**src/rtl/pwm_bank_pkg.sv**
```systemverilog
`timescale 1ns/1ps
package pwm_bank_pkg;
  localparam int ADDR_W = 12;
  localparam logic [ADDR_W-1:0] A_START = 12'h004;
  localparam logic [ADDR_W-1:0] A_STOP  = 12'h008;
  localparam logic [ADDR_W-1:0] A_STAT  = 12'h00C;
  localparam logic [ADDR_W-1:0] A_EVT   = 12'h01C;
  localparam logic [4:0] O_MODE = 5'h00;
  localparam logic [4:0] O_DTY  = 5'h04;
  localparam logic [4:0] O_DBUF = 5'h08;
  localparam logic [4:0] O_PRD  = 5'h0C;
  localparam logic [4:0] O_PBUF = 5'h10;
  localparam int POL_BIT = 9;

  typedef enum logic [2:0] {
    F_NONE, F_MODE, F_DTY, F_DBUF, F_PRD, F_PBUF
  } field_e;
endpackage

```
**src/rtl/pwm_prescale.sv**
```systemverilog
`timescale 1ns/1ps
module pwm_prescale #(
  parameter int MAX_PRE = 10
) (
  input  logic             clk,
  input  logic             rst_n,
  output logic [MAX_PRE:0] tick
);
  logic [MAX_PRE-1:0] div_q;

  always_ff @(posedge clk or negedge rst_n) begin
    if (!rst_n) div_q <= '0;
    else        div_q <= div_q + 1'b1;
  end

  // tick[k] pulses once every 2^k cycles
  assign tick[0] = 1'b1;
  for (genvar k = 1; k <= MAX_PRE; k++) begin : g_tick
    assign tick[k] = &div_q[k-1:0];
  end
endmodule

```
**src/rtl/pwm_channel.sv**
```systemverilog
`timescale 1ns/1ps
module pwm_channel
  import pwm_bank_pkg::*;
#(
  parameter int CNT_W   = 16,
  parameter int PRE_W   = 4,
  parameter int MAX_PRE = 10
) (
  input  logic             clk,
  input  logic             rst_n,
  input  logic [MAX_PRE:0] tick,
  input  logic             start,
  input  logic             stop,
  input  logic             wr_en,
  input  field_e           wr_field,
  input  logic [CNT_W-1:0] wr_val,
  input  logic [PRE_W-1:0] wr_pre,
  input  logic             wr_pol,
  output logic             running,
  output logic             eop,
  output logic             wave,
  output logic             pol,
  output logic [PRE_W-1:0] pre,
  output logic [CNT_W-1:0] dty,
  output logic [CNT_W-1:0] dbuf,
  output logic [CNT_W-1:0] prd,
  output logic [CNT_W-1:0] pbuf
);
  localparam logic [PRE_W-1:0] PRE_CAP = PRE_W'(MAX_PRE);

  logic             run_q, stop_q, dv_q, pv_q;
  logic [CNT_W-1:0] cnt_q;
  logic [PRE_W-1:0] eff_pre;
  logic             tick_c, last_c, active_c;

  assign eff_pre  = (pre > PRE_CAP) ? PRE_CAP : pre;
  assign tick_c   = tick[eff_pre];
  assign last_c   = (prd == '0) || (cnt_q == prd - 1'b1);
  assign eop      = run_q && tick_c && last_c;
  assign active_c = ({1'b0, cnt_q} + {1'b0, dty}) < {1'b0, prd};
  assign wave     = run_q ? (active_c ^ pol) : pol;
  assign running  = run_q;

  always_ff @(posedge clk or negedge rst_n) begin
    if (!rst_n) begin
      run_q <= 1'b0; stop_q <= 1'b0; cnt_q <= '0;
      dv_q <= 1'b0; pv_q <= 1'b0;
      pol <= 1'b0; pre <= '0;
      dty <= '0; dbuf <= '0; prd <= '0; pbuf <= '0;
    end else begin
      // run control
      if (start) begin
        run_q <= 1'b1; stop_q <= 1'b0; cnt_q <= '0;
      end else if (run_q) begin
        if (stop) stop_q <= 1'b1;
        if (tick_c) begin
          if (last_c) begin
            cnt_q <= '0;
            if (stop_q || stop) begin
              run_q <= 1'b0; stop_q <= 1'b0;
            end
          end else begin
            cnt_q <= cnt_q + 1'b1;
          end
        end
      end
      // buffered loads at the period boundary
      if (eop && dv_q) begin dty <= dbuf; dv_q <= 1'b0; end
      if (eop && pv_q) begin prd <= pbuf; pv_q <= 1'b0; end
      // register writes (later assignments override the loads above)
      if (wr_en) begin
        case (wr_field)
          F_MODE: begin pol <= wr_pol; pre <= wr_pre; end
          F_DTY:  if (!run_q) dty <= wr_val;
          F_PRD:  if (!run_q) prd <= wr_val;
          F_DBUF: begin
            dbuf <= wr_val;
            if (run_q) dv_q <= 1'b1; else dty <= wr_val;
          end
          F_PBUF: begin
            pbuf <= wr_val;
            if (run_q) pv_q <= 1'b1; else prd <= wr_val;
          end
          default: ;
        endcase
      end
    end
  end
endmodule

```
**src/rtl/pwm_bank.sv**
```systemverilog
`timescale 1ns/1ps
module pwm_bank
  import pwm_bank_pkg::*;
#(
  parameter int NUM_CH  = 4,
  parameter int CNT_W   = 16,
  parameter int PRE_W   = 4,
  parameter int MAX_PRE = 10,
  parameter int DATA_W  = 32
) (
  input  logic              clk,
  input  logic              rst_n,
  input  logic              bus_wr,
  input  logic              bus_rd,
  input  logic [ADDR_W-1:0] bus_addr,
  input  logic [DATA_W-1:0] bus_wdata,
  output logic [DATA_W-1:0] bus_rdata,
  output logic [NUM_CH-1:0] pwm_out
);
  logic [NUM_CH-1:0] run_v, eop_v, pol_v, start_v, stop_v, flags_q, clr_v;
  logic [PRE_W-1:0]  pre_a  [NUM_CH];
  logic [CNT_W-1:0]  dty_a  [NUM_CH];
  logic [CNT_W-1:0]  dbuf_a [NUM_CH];
  logic [CNT_W-1:0]  prd_a  [NUM_CH];
  logic [CNT_W-1:0]  pbuf_a [NUM_CH];
  logic [MAX_PRE:0]  tick;

  logic [3:0] bank_idx;
  logic [4:0] bank_off;
  logic       bank_hit;
  field_e     fld;

  assign bank_idx = bus_addr[8:5];
  assign bank_off = bus_addr[4:0];
  assign bank_hit = (bus_addr[ADDR_W-1:9] == 3'b001) && (int'(bank_idx) < NUM_CH);

  always_comb begin
    case (bank_off)
      O_MODE:  fld = F_MODE;
      O_DTY:   fld = F_DTY;
      O_DBUF:  fld = F_DBUF;
      O_PRD:   fld = F_PRD;
      O_PBUF:  fld = F_PBUF;
      default: fld = F_NONE;
    endcase
  end

  assign start_v = (bus_wr && bus_addr == A_START) ? bus_wdata[NUM_CH-1:0] : '0;
  assign stop_v  = (bus_wr && bus_addr == A_STOP)  ? bus_wdata[NUM_CH-1:0] : '0;

  pwm_prescale #(.MAX_PRE(MAX_PRE)) u_pre (.clk(clk), .rst_n(rst_n), .tick(tick));

  for (genvar g = 0; g < NUM_CH; g++) begin : g_ch
    pwm_channel #(.CNT_W(CNT_W), .PRE_W(PRE_W), .MAX_PRE(MAX_PRE)) u_ch (
      .clk(clk), .rst_n(rst_n), .tick(tick),
      .start(start_v[g]), .stop(stop_v[g]),
      .wr_en(bus_wr && bank_hit && bank_idx == 4'(g)),
      .wr_field(fld), .wr_val(bus_wdata[CNT_W-1:0]),
      .wr_pre(bus_wdata[PRE_W-1:0]), .wr_pol(bus_wdata[POL_BIT]),
      .running(run_v[g]), .eop(eop_v[g]), .wave(pwm_out[g]),
      .pol(pol_v[g]), .pre(pre_a[g]),
      .dty(dty_a[g]), .dbuf(dbuf_a[g]), .prd(prd_a[g]), .pbuf(pbuf_a[g])
    );
  end

  // event flags: clear on read, a simultaneous set survives
  assign clr_v = (bus_rd && bus_addr == A_EVT) ? '1 : '0;
  always_ff @(posedge clk or negedge rst_n) begin
    if (!rst_n) flags_q <= '0;
    else        flags_q <= (flags_q & ~clr_v) | eop_v;
  end

  always_comb begin
    bus_rdata = '0;
    if (bus_rd) begin
      if (bus_addr == A_STAT)      bus_rdata[NUM_CH-1:0] = run_v;
      else if (bus_addr == A_EVT)  bus_rdata[NUM_CH-1:0] = flags_q;
      else if (bank_hit) begin
        for (int i = 0; i < NUM_CH; i++) begin
          if (bank_idx == 4'(i)) begin
            case (fld)
              F_MODE: begin
                bus_rdata[POL_BIT]   = pol_v[i];
                bus_rdata[PRE_W-1:0] = pre_a[i];
              end
              F_DTY:  bus_rdata[CNT_W-1:0] = dty_a[i];
              F_DBUF: bus_rdata[CNT_W-1:0] = dbuf_a[i];
              F_PRD:  bus_rdata[CNT_W-1:0] = prd_a[i];
              F_PBUF: bus_rdata[CNT_W-1:0] = pbuf_a[i];
              default: ;
            endcase
          end
        end
      end
    end
  end
endmodule

```
**config.mk**
```make
export PLATFORM = sky130hd
export DESIGN_NAME = pwm_bank
export DESIGN_NICKNAME = d
export VERILOG_FILES = /design/src/rtl/pwm_bank_pkg.sv /design/src/rtl/pwm_prescale.sv /design/src/rtl/pwm_channel.sv /design/src/rtl/pwm_bank.sv
export SDC_FILE = /design/constraint.sdc
export NUM_CORES = 1
export LEC_CHECK = 0
export BUFFER_PORTS_ARGS = -buffer_cell sky130_fd_sc_hd__buf_2
export CAP_MARGIN = 20
export CORE_ASPECT_RATIO = 1.1
export CORE_MARGIN = 2
export CORE_UTILIZATION = 43
export DETAILED_ROUTE_END_ITERATION = 10
export PLACE_DENSITY_LB_ADDON = 0.1
export SLEW_MARGIN = 20
export SYNTH_ARGS = -nofsm -noshare
export SYNTH_HDL_FRONTEND = slang
export SYNTH_HIERARCHICAL = 1
export SYNTH_SLANG_ARGS = --single-unit
```
**constraint.sdc**
```tcl
create_clock -name clk -period 4.35 [get_ports clk]
set_input_delay 0.2175 -clock clk [delete_from_list [all_inputs] [get_ports clk]]
set_output_delay 0.2175 -clock clk [all_outputs]
set_load 0.05 [all_outputs]
```
==> results.txt <==
- For this configuration, the core starts out at a cell density of 0.433.
- Top area cells in the synthesized netlist: sky130_fd_sc_hd__dfrtp_1 34%, sky130_fd_sc_hd__nand2_1 6.6%, sky130_fd_sc_hd__ha_1 6.4%, sky130_fd_sc_hd__xnor2_1 3.5%, sky130_fd_sc_hd__a22oi_1 3.4%
* Crit-path cells: ha_1 -> a21o_1 -> a21oi_2 -> o21ai_1 -> a31o_1 -> nand4_1 -> a31oi_2 -> a21oi_1 -> o21ai_1 -> xor2_1 -> ha_1 -> a2111oi_4 -> buf_4 -> nand2_2 -> a41oi_2 -> nor2_1 -> a21oi_2 -> xor2_2 -> buf_6
- The die is 242 µm wide.
- Final-report setup violation count: 4
* Data required time at the worst endpoint: 4130 ps
- Of all cell types, the one taking the most synthesized area is sky130_fd_sc_hd__dfrtp_1.
* PwrDens: 250 nW/µm²
- The final number of max-transition violations is 0.
- Across every metal layer, demand over resource in global routing totals 0.295.
- For this run the aggregate overflow at the end of global routing stands at 0.
* # clock sinks: 370
- VDD sags by at most 0.000278 V.
- Die Span Y: 266 µm
- The count of nets left with antenna violations once routing finished came out at 0.
* Clock skew: 30.2 ps
* Hold Fails Final Rpt: 0
- Detailed routing inserted a total of 24824 vias.
- The die covers 64500 µm².
* MaxCap Viol Count: 0
- Final Net Count: 3397
- Subtracting the final worst setup slack from the clock period gives 4600 ps.
- Distinct cell type count of the synthesized netlist: 110
* Post-Synth Adder-Cell Area: 0.0671
- Once layout is complete, the cells apart from fillers number 4069.
- Number of global-route vias before repair: 24009
- For this run, design rule violations remaining after detail routing come to 0.
* Worst setup path category: reg2out
- Violated checks: negative setup slack
- Hold path start: bus_wdata[5]
- Setup repair after global routing could not meet its margin everywhere.
* Hold Crit Class: in2reg
- Initial DRC Count: 2165
- The completed layout was analyzed and its total power is 0.00761 W.
* Clock tree root buffer cell: sky130_fd_sc_hd__clkbuf_16
- Of the cells placed in the final design, the portion with a size suffix greater than 1 is 0.147.
- Share of flip-flops with an asynchronous set or reset: 1.00
- In this run the tightest slew margin relative to its limit is 0.283.
* Routed WL: 96900 µm
- Clock-pin slew was measured on the worst setup and hold paths at 60 ps.
* Cell type of the slowest stage on the worst timing path: sky130_fd_sc_hd__dfrtp_1
* Worst Setup SP: g_ch[0].u_ch/cnt_q[1]$_DFFE_PN0P_
- Compound-cell area share of the yosys netlist: 0.212
- In this run the cell area of the synthesized design comes to 26900 µm².
- Counting tap cells, the placed design contains a total of 3974 instances.
- The number of antenna violations at the first check in global routing came to 1.
- Reg-to-reg startpoint: g_ch[0].u_ch/prd[1]$_DFF_PN0_
- Share of the clock period used by the worst path: 1.06
- The repair_antennas step left the layout with diodes totalling 0.
* Clock insertion delay at the later pin of the skew report: 600 ps
- The synthesized design contains 0 enable-type register cells.
* Number of primary I/O pins: 84
- Syn. warnings: 6
- The run finished, with violations left.
- Via density per instance: 6.10
- Detailed-routing iteration count for the pre-antenna-repair pass: 6
- Arrival time reported for the critical path endpoint: 4380 ps
- Number of levels in the clock H-tree: 2
* Maximum net fanout on the critical path: 4
- The worst setup path is captured at a primary output.
- Based on the critical path, the design can be clocked at up to 217 MHz.
* I/O Buffers: 51
* Synth Instances: 3115
- Deepest clock path buffer count: 3
* Leakage: 14.3 nW
- Setup slack of the critical path after layout: -250 ps
* Area share of the largest cell type after synthesis: 0.344
* Simple-Gate Fraction of Synth Area: 0.219
- Xor and xnor fraction of the mapped netlist area: 0.0573
- Entering global routing, the biggest net connects 102 pins.
* Post-synthesis register bit count: 370
- Wire length per cell: 23.8 µm
- Clock tree synthesis inserted a total of 44 buffers.
- A synthesized cell averages 8.63 µm².
- Register area share after synthesis: 0.344
- Routability-driven placement finished with a final weighted congestion of 0.903.
* Placeable core area: 62100 µm²
- Dominant combinational cell family by area after synthesis: simple AND/OR/NAND/NOR gates
- Synthesis-to-layout area growth: 13.3%
- The wire-length estimate of the detail-placed layout is 68100 µm.
- At the pin with the least slew margin, the transition time is 1080 ps.
* Category of the worst setup path launch point: flip-flop
- TritonCTS built the clock tree.
* Row count: 96
- Most common flop cell mapped by yosys: sky130_fd_sc_hd__dfrtp_1
- Worst path max stage delay: 420 ps
- The first global-routing pass estimated 148000 µm of wire.
- Post-synthesis mux area share: 0.0418
- Filler cells: 5925
per-layer routing:
metal | track usage | vias up | share of wire
li1 | - | 11469 | -
met1 | 0.413 | 12291 | 0.45
met2 | 0.471 | 911 | 0.45
met3 | 0.0420 | 151 | 0.068
met4 | 0.0936 | 2 | 0.029
met5 | 0 | - | 0.00013
worst paths after layout:
check                                                     end  slack, ps  cells past startpoint
setup / recovery                                   pwm_out[0]       -250                     19
hold / removal               g_ch[2].u_ch/dbuf[5]$_DFFE_PN0P_         60                      3
setup reg to reg                g_ch[0].u_ch/prd[5]$_DFF_PN0_        580                     11
hold reg to reg                      u_pre/div_q[9]$_DFF_PN0_        470                      1
max in group asynchronous   g_ch[3].u_ch/pbuf[15]$_DFFE_PN0P_       2920                      3
min in group asynchronous  g_ch[2].u_ch/cnt_q[14]$_DFFE_PN0P_        230                      2
flip-flops by register name, indices dropped and copies added (netlist names):
register	flops
flags_q	4
g_ch.u_ch/cnt_q	64
g_ch.u_ch/dbuf	64
g_ch.u_ch/dty	64
g_ch.u_ch/dv_q	4
g_ch.u_ch/pbuf	64
g_ch.u_ch/pol	4
g_ch.u_ch/prd	64
g_ch.u_ch/pre	16
g_ch.u_ch/pv_q	4
g_ch.u_ch/running	4
g_ch.u_ch/stop_q	4
u_pre/div_q	10
power by group:
group / internal, W / total, W / switching, W
logic: 0.0000442 / 0.000278 / 0.000234
clock network: 0.00231 / 0.00388 / 0.00157
registers: 0.00344 / 0.00345 / 0.00000322
total: 0.00580 / 0.00761 / 0.00181
layout by cell type, fill, tap and decap left out, types with 10 or more instances in the layout:
| master | netlist | final |
|---|---|---|
| sky130_fd_sc_hd__o21a_1 | 19 | 19 |
| sky130_fd_sc_hd__clkbuf_16 | 0 | 45 |
| sky130_fd_sc_hd__mux2i_1 | 37 | 37 |
| sky130_fd_sc_hd__buf_12 | 0 | 12 |
| sky130_fd_sc_hd__a21o_1 | 28 | 28 |
| sky130_fd_sc_hd__nand3b_1 | 10 | 10 |
| sky130_fd_sc_hd__mux2_1 | 33 | 33 |
| sky130_fd_sc_hd__a22oi_1 | 122 | 122 |
| sky130_fd_sc_hd__or3_1 | 30 | 29 |
| sky130_fd_sc_hd__o21ai_0 | 105 | 97 |
| sky130_fd_sc_hd__o31ai_2 | 38 | 38 |
| sky130_fd_sc_hd__nand3_1 | 68 | 67 |
| sky130_fd_sc_hd__xor2_1 | 68 | 67 |
| sky130_fd_sc_hd__nor2_1 | 215 | 212 |
| sky130_fd_sc_hd__nor4_1 | 11 | 10 |
| sky130_fd_sc_hd__xnor2_1 | 108 | 106 |
| sky130_fd_sc_hd__nand2_1 | 476 | 475 |
| sky130_fd_sc_hd__inv_1 | 130 | 126 |
| sky130_fd_sc_hd__buf_2 | 26 | 45 |
| sky130_fd_sc_hd__a21oi_1 | 143 | 133 |
| sky130_fd_sc_hd__nand4_1 | 90 | 90 |
| sky130_fd_sc_hd__nor2b_1 | 24 | 21 |
| sky130_fd_sc_hd__and2_1 | 29 | 28 |
| sky130_fd_sc_hd__o21ai_1 | 41 | 41 |
| sky130_fd_sc_hd__ha_1 | 137 | 124 |
| sky130_fd_sc_hd__a31oi_1 | 91 | 90 |
| sky130_fd_sc_hd__a222oi_1 | 12 | 12 |
| sky130_fd_sc_hd__mux2_2 | 22 | 22 |
| sky130_fd_sc_hd__conb_1 | 2 | 17 |
| sky130_fd_sc_hd__and3_1 | 79 | 79 |
| sky130_fd_sc_hd__nor3_1 | 69 | 68 |
| sky130_fd_sc_hd__nand2b_1 | 31 | 30 |
| sky130_fd_sc_hd__o211ai_1 | 46 | 46 |
| sky130_fd_sc_hd__buf_4 | 34 | 158 |
| sky130_fd_sc_hd__a21oi_2 | 1 | 10 |
| sky130_fd_sc_hd__dfrtp_1 | 370 | 368 |
| sky130_fd_sc_hd__o311a_1 | 18 | 18 |
| sky130_fd_sc_hd__o31ai_1 | 34 | 34 |
cell type report:
cell class / count / area [µm²] / area share
Sequential cell: 370 / 9260 / 0.304
Tap cell: 833 / 1040 / 0.0342
Inverter: 136 / 510 / 0.0168
Timing Repair Buffer: 220 / 1710 / 0.0562
Multi-Input combinational cell: 2436 / 16500 / 0.541
Clock buffer: 59 / 1260 / 0.0413
Clock inverter: 15 / 213 / 0.00698
per-stage QoR:
| stage | worst slack, ps | TNS (ps) | utilization | instance area (µm²) | hold slack, ps |
|---|---|---|---|---|---|
| 2_1_floorplan | 29.0 | 0 | - | 27000 | -78.1 |
| 3_3_place_gp | 11.0 | 0 | 0.459 | 28500 | 336 |
| 3_5_place_dp | -56.9 | -84.0 | 0.459 | 28500 | 339 |
| 4_1_cts | -375 | -1010 | 0.488 | 30300 | 32.0 |
| 5_1_grt | -449 | -1510 | 0.491 | 30500 | 96.3 |
| 6_report | -250 | -805 | 0.491 | 30500 | 63.2 |
cells in the mapped netlist, types with 28 or more instances:
library cell	instances
sky130_fd_sc_hd__dfrtp_1	370
sky130_fd_sc_hd__clkbuf_1	99
sky130_fd_sc_hd__a22oi_1	122
sky130_fd_sc_hd__o21ai_1	41
sky130_fd_sc_hd__nand2b_1	31
sky130_fd_sc_hd__inv_1	130
sky130_fd_sc_hd__a21oi_1	143
sky130_fd_sc_hd__nor3_1	69
sky130_fd_sc_hd__a31oi_1	91
sky130_fd_sc_hd__xnor2_1	108
sky130_fd_sc_hd__ha_1	137
sky130_fd_sc_hd__xor2_1	68
sky130_fd_sc_hd__nand3_1	68
sky130_fd_sc_hd__o31ai_2	38
sky130_fd_sc_hd__mux2i_1	37
sky130_fd_sc_hd__mux2_1	33
sky130_fd_sc_hd__o21ai_0	105
sky130_fd_sc_hd__and3_1	79
sky130_fd_sc_hd__or3_1	30
sky130_fd_sc_hd__and2_1	29
sky130_fd_sc_hd__nand2_1	476
sky130_fd_sc_hd__nor2_1	215
sky130_fd_sc_hd__o31ai_1	34
sky130_fd_sc_hd__buf_4	34
sky130_fd_sc_hd__nand4_1	90
sky130_fd_sc_hd__a21o_1	28
sky130_fd_sc_hd__o211ai_1	46
kinds of logic after synthesis:
| group | count (synthesis) |
|---|---|
| compound gates | 802 |
| xor+xnor | 176 |
| fa+ha+maj | 142 |
| buf+inv | 324 |
| flops | 370 |
| mux | 98 |
| other cells | 2 |
| simple gates | 1201 |
worst max-delay path: cells and delay by family, from the launching register on:
| kind | cells | cell delay (ps) |
|---|---|---|
| buf+inv | 2 | 330 |
| fa+ha+maj | 2 | 630 |
| xor+xnor | 2 | 320 |
| compound gates | 10 | 1830 |
| simple gates | 3 | 250 |
| flops | 1 | 420 |
what timing repair did:
action	in CTS	in global routing
setup buffers	13	7
endpoints found under the setup margin	4	4
endpoints found under the hold margin	94	0
pin swaps	47	34
hold buffers	1	0
resized for setup	59	20
(Power assumes the default switching activity.)
